--- src/rtl/dbgacc_pkg.sv ---
package dbgacc_pkg;

    localparam int DW = 32;

    typedef enum logic [3:0] {
        SEL_NONE,
        SEL_ID,
        SEL_STAT,
        SEL_DTR,
        SEL_FADDR,
        SEL_VCATCH,
        SEL_CDBG0,
        SEL_CDBG1,
        SEL_BVAL,
        SEL_BCTL,
        SEL_WVAL,
        SEL_WCTL
    } reg_sel_e;

    typedef enum logic [1:0] {
        MODE_OFF     = 2'b00,
        MODE_HALT_A  = 2'b01,
        MODE_MON     = 2'b10,
        MODE_HALT_B  = 2'b11
    } dbg_mode_e;

    typedef struct packed {
        reg_sel_e   sel;
        logic [3:0] slot;
    } dec_t;

    typedef struct packed {
        logic       rd;
        logic       wr;
        logic [2:0] op2;
        logic [3:0] crm;
        logic       user;
        logic       halted;
        logic       to_pc;
    } req_t;

    // status word bit positions
    localparam int ST_UDIS   = 12;
    localparam int ST_MODE_L = 14;
    localparam int ST_WTRF   = 29;
    localparam int ST_RTRF   = 30;
    localparam int ST_STORE  = 28;   // bits [27:0] are stored

    function automatic dec_t decode_addr(input logic [2:0] op2,
                                         input logic [3:0] crm,
                                         input int         nbp,
                                         input int         nwp);
        dec_t d;
        d.sel  = SEL_NONE;
        d.slot = crm;
        case (op2)
            3'd0: begin
                case (crm)
                    4'd0:    d.sel = SEL_ID;
                    4'd1:    d.sel = SEL_STAT;
                    4'd5:    d.sel = SEL_DTR;
                    4'd6:    d.sel = SEL_FADDR;
                    4'd7:    d.sel = SEL_VCATCH;
                    4'd10:   d.sel = SEL_CDBG0;
                    4'd11:   d.sel = SEL_CDBG1;
                    default: d.sel = SEL_NONE;
                endcase
            end
            3'd4: if (int'(crm) < nbp) d.sel = SEL_BVAL;
            3'd5: if (int'(crm) < nbp) d.sel = SEL_BCTL;
            3'd6: if (int'(crm) < nwp) d.sel = SEL_WVAL;
            3'd7: if (int'(crm) < nwp) d.sel = SEL_WCTL;
            default: d.sel = SEL_NONE;
        endcase
        return d;
    endfunction

    // registers reachable from user mode and unlocked in privileged mode
    function automatic logic is_open_reg(input reg_sel_e s);
        return (s == SEL_ID) || (s == SEL_STAT) || (s == SEL_DTR);
    endfunction

endpackage

--- src/rtl/dbgacc_decode.sv ---
module dbgacc_decode
    import dbgacc_pkg::*;
#(
    parameter int NUM_BP = 6,
    parameter int NUM_WP = 2
) (
    input  logic      clk,
    input  logic      rst,
    input  req_t      req,
    input  logic      udis,
    input  dbg_mode_e mode,
    output dec_t      dec,
    output logic      grant,
    output logic      undef
);

    logic active;
    logic enc_ok;
    logic perm_ok;

    always_comb begin
        active = req.rd | req.wr;
        dec    = decode_addr(req.op2, req.crm, NUM_BP, NUM_WP);
        enc_ok = (dec.sel != SEL_NONE)
               && !(dec.sel == SEL_ID && req.wr)
               && !(req.rd && req.wr);
        if (req.halted)
            perm_ok = 1'b1;
        else if (req.user)
            perm_ok = !udis && is_open_reg(dec.sel)
                      && !(dec.sel == SEL_STAT && req.wr);
        else
            perm_ok = is_open_reg(dec.sel) || (mode == MODE_MON);
        grant = active && enc_ok && perm_ok;
        undef = active && !grant;
    end


    user_udis_chk: assert property (@(posedge clk) disable iff (rst)
        (req.user && !req.halted && udis) |-> !grant);


    priv_lock_chk: assert property (@(posedge clk) disable iff (rst)
        (grant && !req.halted && !is_open_reg(dec.sel)) |-> (mode == MODE_MON && !req.user));


    both_strobe_chk: assert property (@(posedge clk) disable iff (rst)
        (req.rd && req.wr) |-> undef);

endmodule

--- src/rtl/dbgacc_xfer.sv ---
module dbgacc_xfer
    import dbgacc_pkg::*;
(
    input  logic          clk,
    input  logic          rst,
    input  logic          core_wr,
    input  logic          core_rd,
    input  logic [DW-1:0] core_wdata,
    input  logic          host_wr,
    input  logic [DW-1:0] host_wdata,
    input  logic          host_rd,
    output logic [DW-1:0] rtr_q,
    output logic [DW-1:0] wtr_q,
    output logic          rtr_full,
    output logic          wtr_full
);

    always_ff @(posedge clk) begin
        if (rst) begin
            rtr_q    <= '0;
            wtr_q    <= '0;
            rtr_full <= 1'b0;
            wtr_full <= 1'b0;
        end else begin
            if (host_wr) begin
                rtr_q    <= host_wdata;
                rtr_full <= 1'b1;
            end else if (core_rd) begin
                rtr_full <= 1'b0;
            end
            if (core_wr) begin
                wtr_q    <= core_wdata;
                wtr_full <= 1'b1;
            end else if (host_rd) begin
                wtr_full <= 1'b0;
            end
        end
    end


    wtr_set_chk: assert property (@(posedge clk) disable iff (rst)
        core_wr |=> (wtr_full && wtr_q == $past(core_wdata)));


    rtr_set_chk: assert property (@(posedge clk) disable iff (rst)
        host_wr |=> (rtr_full && rtr_q == $past(host_wdata)));


    rtr_clr_chk: assert property (@(posedge clk) disable iff (rst)
        (core_rd && !host_wr) |=> !rtr_full);

endmodule

--- src/rtl/dbgacc_bank.sv ---
module dbgacc_bank
    import dbgacc_pkg::*;
#(
    parameter int N = 6
) (
    input  logic          clk,
    input  logic          rst,
    input  logic          val_we,
    input  logic          ctl_we,
    input  logic [3:0]    idx,
    input  logic [DW-1:0] wdata,
    output logic [DW-1:0] rd_val,
    output logic [DW-1:0] rd_ctl
);

    logic [DW-1:0] val_q [N];
    logic [DW-1:0] ctl_q [N];

    for (genvar g = 0; g < N; g++) begin : g_slot
        always_ff @(posedge clk) begin
            if (rst) begin
                val_q[g] <= '0;
                ctl_q[g] <= '0;
            end else if (idx == 4'(g)) begin
                if (val_we) val_q[g] <= wdata;
                if (ctl_we) ctl_q[g] <= wdata;
            end
        end
    end

    always_comb begin
        rd_val = '0;
        rd_ctl = '0;
        for (int i = 0; i < N; i++) begin
            if (idx == 4'(i)) begin
                rd_val = val_q[i];
                rd_ctl = ctl_q[i];
            end
        end
    end

endmodule

--- src/rtl/dbg_cp_access.sv ---
module dbg_cp_access
    import dbgacc_pkg::*;
#(
    parameter int         NUM_BP = 6,
    parameter int         NUM_WP = 2,
    parameter logic [7:0] ID_REV = 8'h15
) (
    input  logic        clk,
    input  logic        rst,
    input  logic        acc_rd,
    input  logic        acc_wr,
    input  logic [2:0]  acc_op2,
    input  logic [3:0]  acc_crm,
    input  logic        acc_user,
    input  logic        acc_halted,
    input  logic        acc_to_pc,
    input  logic [31:0] acc_wdata,
    output logic        acc_done,
    output logic        acc_undef,
    output logic [31:0] acc_rdata,
    output logic [3:0]  pc_flags,
    output logic        pc_flags_vld,
    output logic        pc_flags_unpred,
    input  logic        host_rtr_wr,
    input  logic [31:0] host_rtr_data,
    input  logic        host_wtr_rd,
    output logic [31:0] host_wtr_data,
    output logic        rtr_full,
    output logic        wtr_full
);

    localparam logic [DW-1:0] ID_VALUE =
        {4'(NUM_WP - 1), 4'(NUM_BP - 1), 16'h0000, ID_REV};

    req_t          req;
    dec_t          dec;
    logic          grant;
    logic          rd_ok;
    logic          wr_ok;
    logic [ST_STORE-1:0] stat_q;
    logic [DW-1:0] stat_view;
    logic [DW-1:0] faddr_q, vcatch_q, cdbg0_q, cdbg1_q;
    logic [DW-1:0] rtr_q;
    logic [DW-1:0] bp_val, bp_ctl, wp_val, wp_ctl;
    dbg_mode_e     mode;

    always_comb begin
        req.rd     = acc_rd;
        req.wr     = acc_wr;
        req.op2    = acc_op2;
        req.crm    = acc_crm;
        req.user   = acc_user;
        req.halted = acc_halted;
        req.to_pc  = acc_to_pc;
        mode       = dbg_mode_e'(stat_q[ST_MODE_L+1:ST_MODE_L]);
    end

    dbgacc_decode #(.NUM_BP(NUM_BP), .NUM_WP(NUM_WP)) u_dec (
        .clk   (clk),
        .rst   (rst),
        .req   (req),
        .udis  (stat_q[ST_UDIS]),
        .mode  (mode),
        .dec   (dec),
        .grant (grant),
        .undef (acc_undef)
    );

    assign rd_ok    = grant & acc_rd;
    assign wr_ok    = grant & acc_wr;
    assign acc_done = grant;

    dbgacc_xfer u_xfer (
        .clk        (clk),
        .rst        (rst),
        .core_wr    (wr_ok && dec.sel == SEL_DTR),
        .core_rd    (rd_ok && dec.sel == SEL_DTR),
        .core_wdata (acc_wdata),
        .host_wr    (host_rtr_wr),
        .host_wdata (host_rtr_data),
        .host_rd    (host_wtr_rd),
        .rtr_q      (rtr_q),
        .wtr_q      (host_wtr_data),
        .rtr_full   (rtr_full),
        .wtr_full   (wtr_full)
    );

    dbgacc_bank #(.N(NUM_BP)) u_bp (
        .clk    (clk),
        .rst    (rst),
        .val_we (wr_ok && dec.sel == SEL_BVAL),
        .ctl_we (wr_ok && dec.sel == SEL_BCTL),
        .idx    (dec.slot),
        .wdata  (acc_wdata),
        .rd_val (bp_val),
        .rd_ctl (bp_ctl)
    );

    dbgacc_bank #(.N(NUM_WP)) u_wp (
        .clk    (clk),
        .rst    (rst),
        .val_we (wr_ok && dec.sel == SEL_WVAL),
        .ctl_we (wr_ok && dec.sel == SEL_WCTL),
        .idx    (dec.slot),
        .wdata  (acc_wdata),
        .rd_val (wp_val),
        .rd_ctl (wp_ctl)
    );

    always_ff @(posedge clk) begin
        if (rst) begin
            stat_q   <= '0;
            faddr_q  <= '0;
            vcatch_q <= '0;
            cdbg0_q  <= '0;
            cdbg1_q  <= '0;
        end else if (wr_ok) begin
            case (dec.sel)
                SEL_STAT:   stat_q   <= acc_wdata[ST_STORE-1:0];
                SEL_FADDR:  faddr_q  <= acc_wdata;
                SEL_VCATCH: vcatch_q <= acc_wdata;
                SEL_CDBG0:  cdbg0_q  <= acc_wdata;
                SEL_CDBG1:  cdbg1_q  <= acc_wdata;
                default: ;
            endcase
        end
    end

    always_comb begin
        stat_view = {1'b0, rtr_full, wtr_full, 1'b0, stat_q};
        acc_rdata = '0;
        if (rd_ok) begin
            case (dec.sel)
                SEL_ID:     acc_rdata = ID_VALUE;
                SEL_STAT:   acc_rdata = stat_view;
                SEL_DTR:    acc_rdata = rtr_q;
                SEL_FADDR:  acc_rdata = faddr_q;
                SEL_VCATCH: acc_rdata = vcatch_q;
                SEL_CDBG0:  acc_rdata = cdbg0_q;
                SEL_CDBG1:  acc_rdata = cdbg1_q;
                SEL_BVAL:   acc_rdata = bp_val;
                SEL_BCTL:   acc_rdata = bp_ctl;
                SEL_WVAL:   acc_rdata = wp_val;
                SEL_WCTL:   acc_rdata = wp_ctl;
                default:    acc_rdata = '0;
            endcase
        end
        pc_flags_vld    = rd_ok && acc_to_pc;
        pc_flags_unpred = pc_flags_vld && (dec.sel != SEL_STAT);
        pc_flags        = (pc_flags_vld && dec.sel == SEL_STAT) ?
                          stat_view[31:28] : 4'b0000;
    end


    reject_out_chk: assert property (@(posedge clk) disable iff (rst)
        acc_undef |-> (!acc_done && acc_rdata == '0 && !pc_flags_vld));


    reject_hold_chk: assert property (@(posedge clk) disable iff (rst)
        acc_undef |=> ($stable(stat_q) && $stable(faddr_q) && $stable(vcatch_q)
                       && $stable(cdbg0_q) && $stable(cdbg1_q)));


    user_scope_chk: assert property (@(posedge clk) disable iff (rst)
        (acc_done && acc_user && !acc_halted) |->
            (is_open_reg(dec.sel) && !(dec.sel == SEL_STAT && acc_wr)));


    pc_stat_chk: assert property (@(posedge clk) disable iff (rst)
        (pc_flags_vld && !pc_flags_unpred) |->
            (pc_flags == {1'b0, rtr_full, wtr_full, 1'b0}));

endmodule

--- config.mk ---
export PLATFORM = sky130hd
export DESIGN_NAME = dbg_cp_access
export DESIGN_NICKNAME = d
export VERILOG_FILES = /design/src/rtl/dbgacc_pkg.sv /design/src/rtl/dbgacc_decode.sv /design/src/rtl/dbgacc_xfer.sv /design/src/rtl/dbgacc_bank.sv /design/src/rtl/dbg_cp_access.sv
export SDC_FILE = /design/constraint.sdc
export NUM_CORES = 1
export LEC_CHECK = 0
export CORE_UTILIZATION = 35
export CTS_CLUSTER_DIAMETER = 100
export DETAILED_ROUTE_END_ITERATION = 10
export DONT_BUFFER_PORTS = 1
export MAX_ROUTING_LAYER = met4
export PLACE_DENSITY = 0.58
export SLEW_MARGIN = 20
export SYNTH_ARGS = -nofsm -noshare
export SYNTH_HDL_FRONTEND = slang
export SYNTH_SLANG_ARGS = --single-unit
--- constraint.sdc ---
create_clock -name clk -period 4.9 [get_ports clk]
set_clock_uncertainty 0.15 [all_clocks]
set_input_delay 0.49 -clock clk [delete_from_list [all_inputs] [get_ports clk]]
set_output_delay 0.49 -clock clk [all_outputs]
set_load 0.05 [all_outputs]
### Word-level counts from Yosys, hierarchy flattened

Memory sizes are Yosys's and may differ from the RTL's.
Cells that the tools add are included.

| word-level totals | value |
|---|---|
| bits in registers | 222 |
| memory bits (writable) | 512 |
| input port bits | 80 |
| output and inout bits | 74 |
| word-level logic and storage cells | 198 |
| memories | 4 |

| cells by class | value |
|---|---|
| order comparisons | 2 |
| eq/ne operators | 26 |
| multiplexer cells | 101 |
| bitwise logic cells | 19 |
| reductions and logical operators | 37 |

Memory list:

| name | words | width | read ports | clocked after Yosys merged registers in | write ports | RTL line | RTL |
|---|---|---|---|---|---|---|---|
| u_bp.ctl_q | 6 | 32 | 6 | 0 | 6 | dbgacc_bank.sv:17 | `logic [DW-1:0] ctl_q [N];` |
| u_bp.val_q | 6 | 32 | 6 | 0 | 6 | dbgacc_bank.sv:16 | `logic [DW-1:0] val_q [N];` |
| u_wp.ctl_q | 2 | 32 | 2 | 0 | 2 | dbgacc_bank.sv:17 |  |
| u_wp.val_q | 2 | 32 | 2 | 0 | 2 | dbgacc_bank.sv:16 |  |

Operator list:

| operator | number |
|---|---|
| $mux W32 | 33 |
| $pmux W32 S11 | 1 |
| $mux W1 | 60 |
| $eq A4 B3 Y1 const B | 8 |
| $eq A4 B4 Y1 const B | 6 |
| $pmux W3 S7 | 1 |
| $pmux W4 S5 | 1 |
| $logic_and A1 B1 Y1 | 19 |
| $or A1 B1 Y1 | 17 |
| $eq A4 B2 Y1 const B | 4 |
| $mux W4 | 4 |
| $eq A3 B3 Y1 const B | 4 |
| $reduce_and A2 Y1 | 5 |
| $eq A4 B1 Y1 const B | 2 |
| $logic_not A1 Y1 | 5 |
| $logic_not A4 Y1 | 1 |
| $lt A4 B2 Y1 const B | 1 |
| $lt A4 B3 Y1 const B | 1 |
| $ne A4 B2 Y1 const B | 1 |
| $reduce_bool A2 Y1 | 2 |
| $reduce_bool A4 Y1 | 1 |
| $logic_not A3 Y1 | 1 |
| $logic_or A1 B1 Y1 | 3 |
| $mux W3 | 1 |
| other kinds (2) | 3 |

### Logic depth before layout (Yosys ltp)

| logic depth | value |
|---|---|
| depth after elaboration | 18 |
| mapped depth | 11 |
| depth with buffers taken out | 7 |

### Hierarchy

From an unflattened synthesis, not the netlist that was laid out.

| second synthesis, totals | value |
|---|---|
| cell total of the unflattened synthesis | 3,272 |
| area, all modules | 34,729.6 sq um |

Modules (own cells, without submodules):

| module | instances | cells each | area each (sq um) | sequential area each (sq um) |
|---|---|---|---|---|
| dbgacc_bank (u_bp) | 1 | 1,524 | 18,034.8 | 11,531.1 |
| dbg_cp_access | 1 | 1,111 | 8,370.5 | 3,123.0 |
| dbgacc_bank (u_wp) | 1 | 370 | 5,510.3 | 3,843.7 |
| dbgacc_xfer | 1 | 215 | 2,407.3 | 1,321.3 |
| dbgacc_decode | 1 | 52 | 406.6 | 0.0 |

### Least setup slack after synthesis

OpenSTA, ideal clock, no wires.

| path | value |
|---|---|
| kind | input port to output port |
| start point | in acc_crm[2] |
| end point | out pc_flags[1] |
| arrival | 3.399 ns |
| data required time | 4.260 ns |
| slack | 0.861 ns |
| stages | 7 |
| path buffers | 1 |
| cell sequence | buf_2 -> or4_1 -> o221ai_1 -> a21oi_2 -> a2111oi_4 -> o21ai_1 -> nor3_1 |

| on the way | value |
|---|---|
| longest elaborated chain between the ends | 15 |
| elaborated cells between the ends (all ways) | 38 |
| those cells by class | 2 x order compare; 9 x eq/ne; 9 x mux; 1 x bitwise; 17 x reduce/logical |

RTL lines:

| what | RTL line | RTL |
|---|---|---|
| from (decl) | dbg_cp_access.sv:13 | `input logic [3:0] acc_crm,` |
| $lt A4 B2 Y1, or another cell as far along | dbgacc_pkg.sv:71, dbgacc_pkg.sv:72 |  |
| $mux W4, or another cell as far along | dbgacc_pkg.sv:72 | `3'd7: if (int'(crm) < nwp) d.sel = SEL_WCTL;` |
| $pmux W4 S5 (*) | dbgacc_pkg.sv:56 | `case (op2)` |
| $eq A4 B1 Y1 / $eq A4 B2 Y1 (equally long branches) | - |  |
| $logic_or A1 B1 Y1 (2 in a row) | dbgacc_pkg.sv:80 | `return (s == SEL_ID) \|\| (s == SEL_STAT) \|\| (s == SEL_DTR);` |
| $logic_and A1 B1 Y1 | dbgacc_decode.sv:30 | `perm_ok = !udis && is_open_reg(dec.sel)` |
| $logic_and A1 B1 Y1 | dbgacc_decode.sv:31 | `&& !(dec.sel == SEL_STAT && req.wr);` |
| $mux W1 | dbgacc_decode.sv:29 | `else if (req.user)` |
| $mux W1 | dbgacc_decode.sv:27 | `if (req.halted)` |
| $logic_and A1 B1 Y1 | dbgacc_decode.sv:34 | `grant = active && enc_ok && perm_ok;` |
| $and A1 B1 Y1 | dbg_cp_access.sv:69 | `assign rd_ok = grant & acc_rd;` |
| $logic_and A1 B1 Y1 | dbg_cp_access.sv:148 | `pc_flags_vld = rd_ok && acc_to_pc;` |
| $logic_and A1 B1 Y1 (*) | dbg_cp_access.sv:150 | `pc_flags = (pc_flags_vld && dec.sel == SEL_STAT) ?` |
| $mux W3 (*) | dbg_cp_access.sv:150 |  |
| to (decl) | dbg_cp_access.sv:21 | `output logic [3:0] pc_flags,` |

Every way passes the cells marked *; elsewhere a longest branch is shown, timed or not.

==> reports/qor.csv <==
stage,metric,value,unit
placed_design,dpl.hpwl,66.0,mm
critical_path,timing.reg2reg.setup_slack,1.45,ns
detailed_routing,drc,0,
timing,finalMaxSlewViolations,0,
detailed_routing,post_drt_via_cell_ratio,5.63,
synthesis,synth-main-ff-cell,edfxtp_1,
clocking,clock_latency,0.62,ns
critical_path,cpPeakStageDelay,0.81,ns
synthesis,yosysWarnings,0,
power_and_ir_drop,power.clock.fraction,42.6,%
critical_path,cp_top_family,compound AO/OA/AOI/OAI gates,
synthesis,async_reset_ff_share,0,%
flow_run,drv_cap,0,
critical_path,cp-endpoint,acc_rdata[31],
synthesis,syn_area,32300,sq um
timing,min_period,4.27,ns
synthesis,syn_inst,2832,
critical_path,crit_path_end_kind,primary output,
detailed_routing,wl_met2,43.9,mm
power_and_ir_drop,ir_drop,0.000222,V
critical_path,critPathLaunchType,register,
critical_path,r2r_start,stat_q[15],
clocking,ctsHoldBuffers,72,
power_and_ir_drop,pwr-share-comb,6.1,%
finish,seq_area,19800,sq um
finish,layout-drive-gt1-share,11.4,%
clocking,htreeDepth,3,
finish,diodes,0,
clocking,root_buffer,clkbuf_16,
global_route,grt_max_degree,223,
detailed_routing,wl_per_cell,24.7,um
critical_path,crit_arrival,3.63,ns
clocking,cts_setup_buffers,0,
synthesis,synth_edf_count,512,
critical_path,cp-startpoint,u_bp.ctl_q[1][63],
critical_path,cp.buffers_inverters,1,
synthesis,seq_area_frac_synth,61.4,%
floorplan,ioPinCount,154,
timing,max_slew_margin,24.4,%
clocking,cts_tree,built,
power_and_ir_drop,p_int,10400,uW
power_and_ir_drop,p_leak,0.0122,uW
finish,area_growth,14.2,%
synthesis,yosys-top-cells-area,"edfxtp_1 48%, dfxtp_1 14%, nor2_1 6.4%",
finish,multiInputGateArea,11600,sq um
synthesis,ys_ff_latch,734,
critical_path,cp.required,4.26,ns
floorplan,die_h,306,um
global_route,antenna_found_initial,0,
synthesis,avgSynthCellArea,11.4,sq um
clocking,cts.path.max_buffers,3,
critical_path,crit_slowest_cell,a2111oi_0,
synthesis,synth_area_leader_cell,edfxtp_1,
hold_path,hold_class,input port to register,
floorplan,die_area,93500,sq um
synthesis,yosysUniqueCellTypes,62,
critical_path,critPathKind,register to primary output,
power_and_ir_drop,switching_share,22.9,%
detailed_routing,highest_layer,met4,
power_and_ir_drop,powerDensity,366,nW/um^2
timing,final.setup.tns,0,ns
timing,timing.fmax,0.234,GHz
clocking,clock-sinks,734,
detailed_routing,vias,22900,
finish,final_area,36900,sq um
placed_design,place.port_buffers,0,
timing,hold_violations,0,
finish,fin_nets,2900,
critical_path,rr_worst_depth,7,
timing,rsz0062_at_grt,false,
detailed_routing,ant_nets,0,
timing,worst_pin_slew,1.13,ns
timing,final-setup-viol-count,0,
detailed_routing,dr.pass1.iters,8,
power_and_ir_drop,p_seq_share,51.4,%
clocking,path_clk_slew,0.06,ns
detailed_routing,met3_length,11.1,mm
power_and_ir_drop,switchingPower,3090,uW
finish,fill_cells,8537,
detailed_routing,wl_met1,43.8,mm
global_route,grt_pass1_vias,22000,
floorplan,die_w,306,um
clocking,cts_resized,0,
synthesis,yosysTopAreaCellShare,47.6,%
global_route,gr-total-overflow,0,
critical_path,r2r-end,u_bp.ctl_q[2][16],
floorplan,core_region_area,91500,sq um
critical_path,cp_max_fo,1,
placed_design,placed_cell_area,33700,sq um
status,outcome,"finished, final reports clean",
detailed_routing,drt_iter0_drc,2863,
placed_design,gp_congestion,0.890,
global_route,grt_pass1_wl,148,mm
clocking,cts_buffers,77,
global_route,track_usage,21.7,%
critical_path,crit_chain,mux2_2 -> a22o_1 -> a222oi_1 -> o221ai_1 -> a2111oi_0 -> a21oi_1 -> buf_4,
critical_path,path_depth,7,
timing,finalCritPeriodShare,87.1,%
floorplan,start_util,35.3,%
detailed_routing,routed_wl,101,mm
floorplan,rows,111,
synthesized netlist by cell type (all sizes together), types with 2 or more instances:
cell and number:
nor2 551, o21ai 139, dfxtp 222, nor2b 4, a21o 11, a31oi 15, nor3b 5, nand2 132
a22o 111, a21oi 84, buf 42, clkbuf 222, a221oi 23, o22ai 18, nand3 5, o211ai 2
edfxtp 512, a2111oi 23, nand2b 109, o221ai 11, mux4 4, inv 4, nand3b 126, mux2 57
o31a 2, a222oi 60, or2 5, nor4 2, mux2i 182, a211oi 11, and3 4, and2 65
nor3 51
how the worst min path moves through the flow:
stage / startpoint / end / slack (ns) / cells past startpoint
floorplan: cdbg1_q[1] / cdbg1_q[1] / 0.30 / 2
global placement: cdbg1_q[29] / cdbg1_q[29] / 0.31 / 2
detailed placement: cdbg1_q[19] / cdbg1_q[19] / 0.31 / 2
CTS: acc_wdata[22] / u_wp.val_q[0][22] / 0.003 / 2
global route: acc_wdata[3] / u_bp.ctl_q[0][35] / 0.02 / 2
finish: acc_rd / u_xfer.rtr_full / 0.03 / 3
cell usage in the layout (no fill, tap or decap), types with 11 or more instances in the layout:
cell	netlist	routed
clkbuf_16	0	77
a221oi_1	23	23
mux2i_1	182	182
nor2_1	551	543
a21oi_1	83	83
and2_1	65	65
nand2_1	132	132
a222oi_1	60	60
o22ai_1	18	18
a31oi_1	15	15
clkinv_2	0	12
o21ai_0	134	134
buf_4	6	96
edfxtp_1	512	512
mux2_2	57	57
a2111oi_0	22	22
nand2b_1	109	102
nor3_1	50	43
dlygate4sd3_1	0	70
nand3b_1	126	126
dfxtp_1	222	222
a22o_1	111	111
clkbuf_1	222	19
o221ai_1	11	11
flip-flops by register name, indices dropped and copies added (netlist names):
register	flops
cdbg0_q	32
u_bp.val_q	192
u_xfer.rtr_full	1
vcatch_q	32
u_bp.ctl_q	192
cdbg1_q	32
u_xfer.rtr_q	32
stat_q	28
u_wp.val_q	64
u_wp.ctl_q	64
u_xfer.wtr_q	32
u_xfer.wtr_full	1
faddr_q	32
layout make-up:
type / instances / share of cell area (%)
sequential: 734 / 53.7
tap: 1186 / 4.02
timing repair buffer: 172 / 4.22
clock inverter: 35 / 0.845
clock buffer: 105 / 5.75
inverter: 4 / 0.0407
multi-input combinational: 1831 / 31.4
cell families (layout without fill, tap and decap cells):
group	count (synthesis)	count (layout)	share of synthesized area, %
compound gates	519	519	11.5
simple gates	1066	1066	15.8
buf+inv	268	316	3.36
fa+ha+maj	1	1	0.0349
other cells	1	2	0.0116
mux	243	243	7.91
flops	734	734	61.4
metrics by stage:
stage	util (%)	std cells	power [uW]	hold slack [ns]	worst slack, ns
after CTS	40.3	4067	13500	0.00345	0.753
after detailed placement	36.8	3855	7770	0.311	0.650
after global routing	40.3	4067	13800	0.0188	0.465
final	40.3	4067	13500	0.0308	0.634
after global placement	36.8	3855	7750	0.306	0.739
after floorplan	-	2833	7550	0.297	0.861
worst min-delay path, cell delays in order:
cell and delay (ns):
nand2_1 0.06, nor4b_1 0.05, nor3_1 0.15
per-layer routing:
metal / up-vias / GRT usage (%)
met4: 0 / 5.29
met1: 11400 / 30.2
li1: 10300 / -
met3: 127 / 5.38
met5: - / -
met2: 1101 / 31.6
power groups by stage:
stage	Clock [uW]	Sequential, uW	Combinational, uW
after floorplan	0	7030	521
after global placement	0	7050	708
after detailed placement	0	7060	711
after CTS	5820	6920	809
after global routing	6040	6940	859
final	5740	6920	817
(Power assumes the default switching activity.)
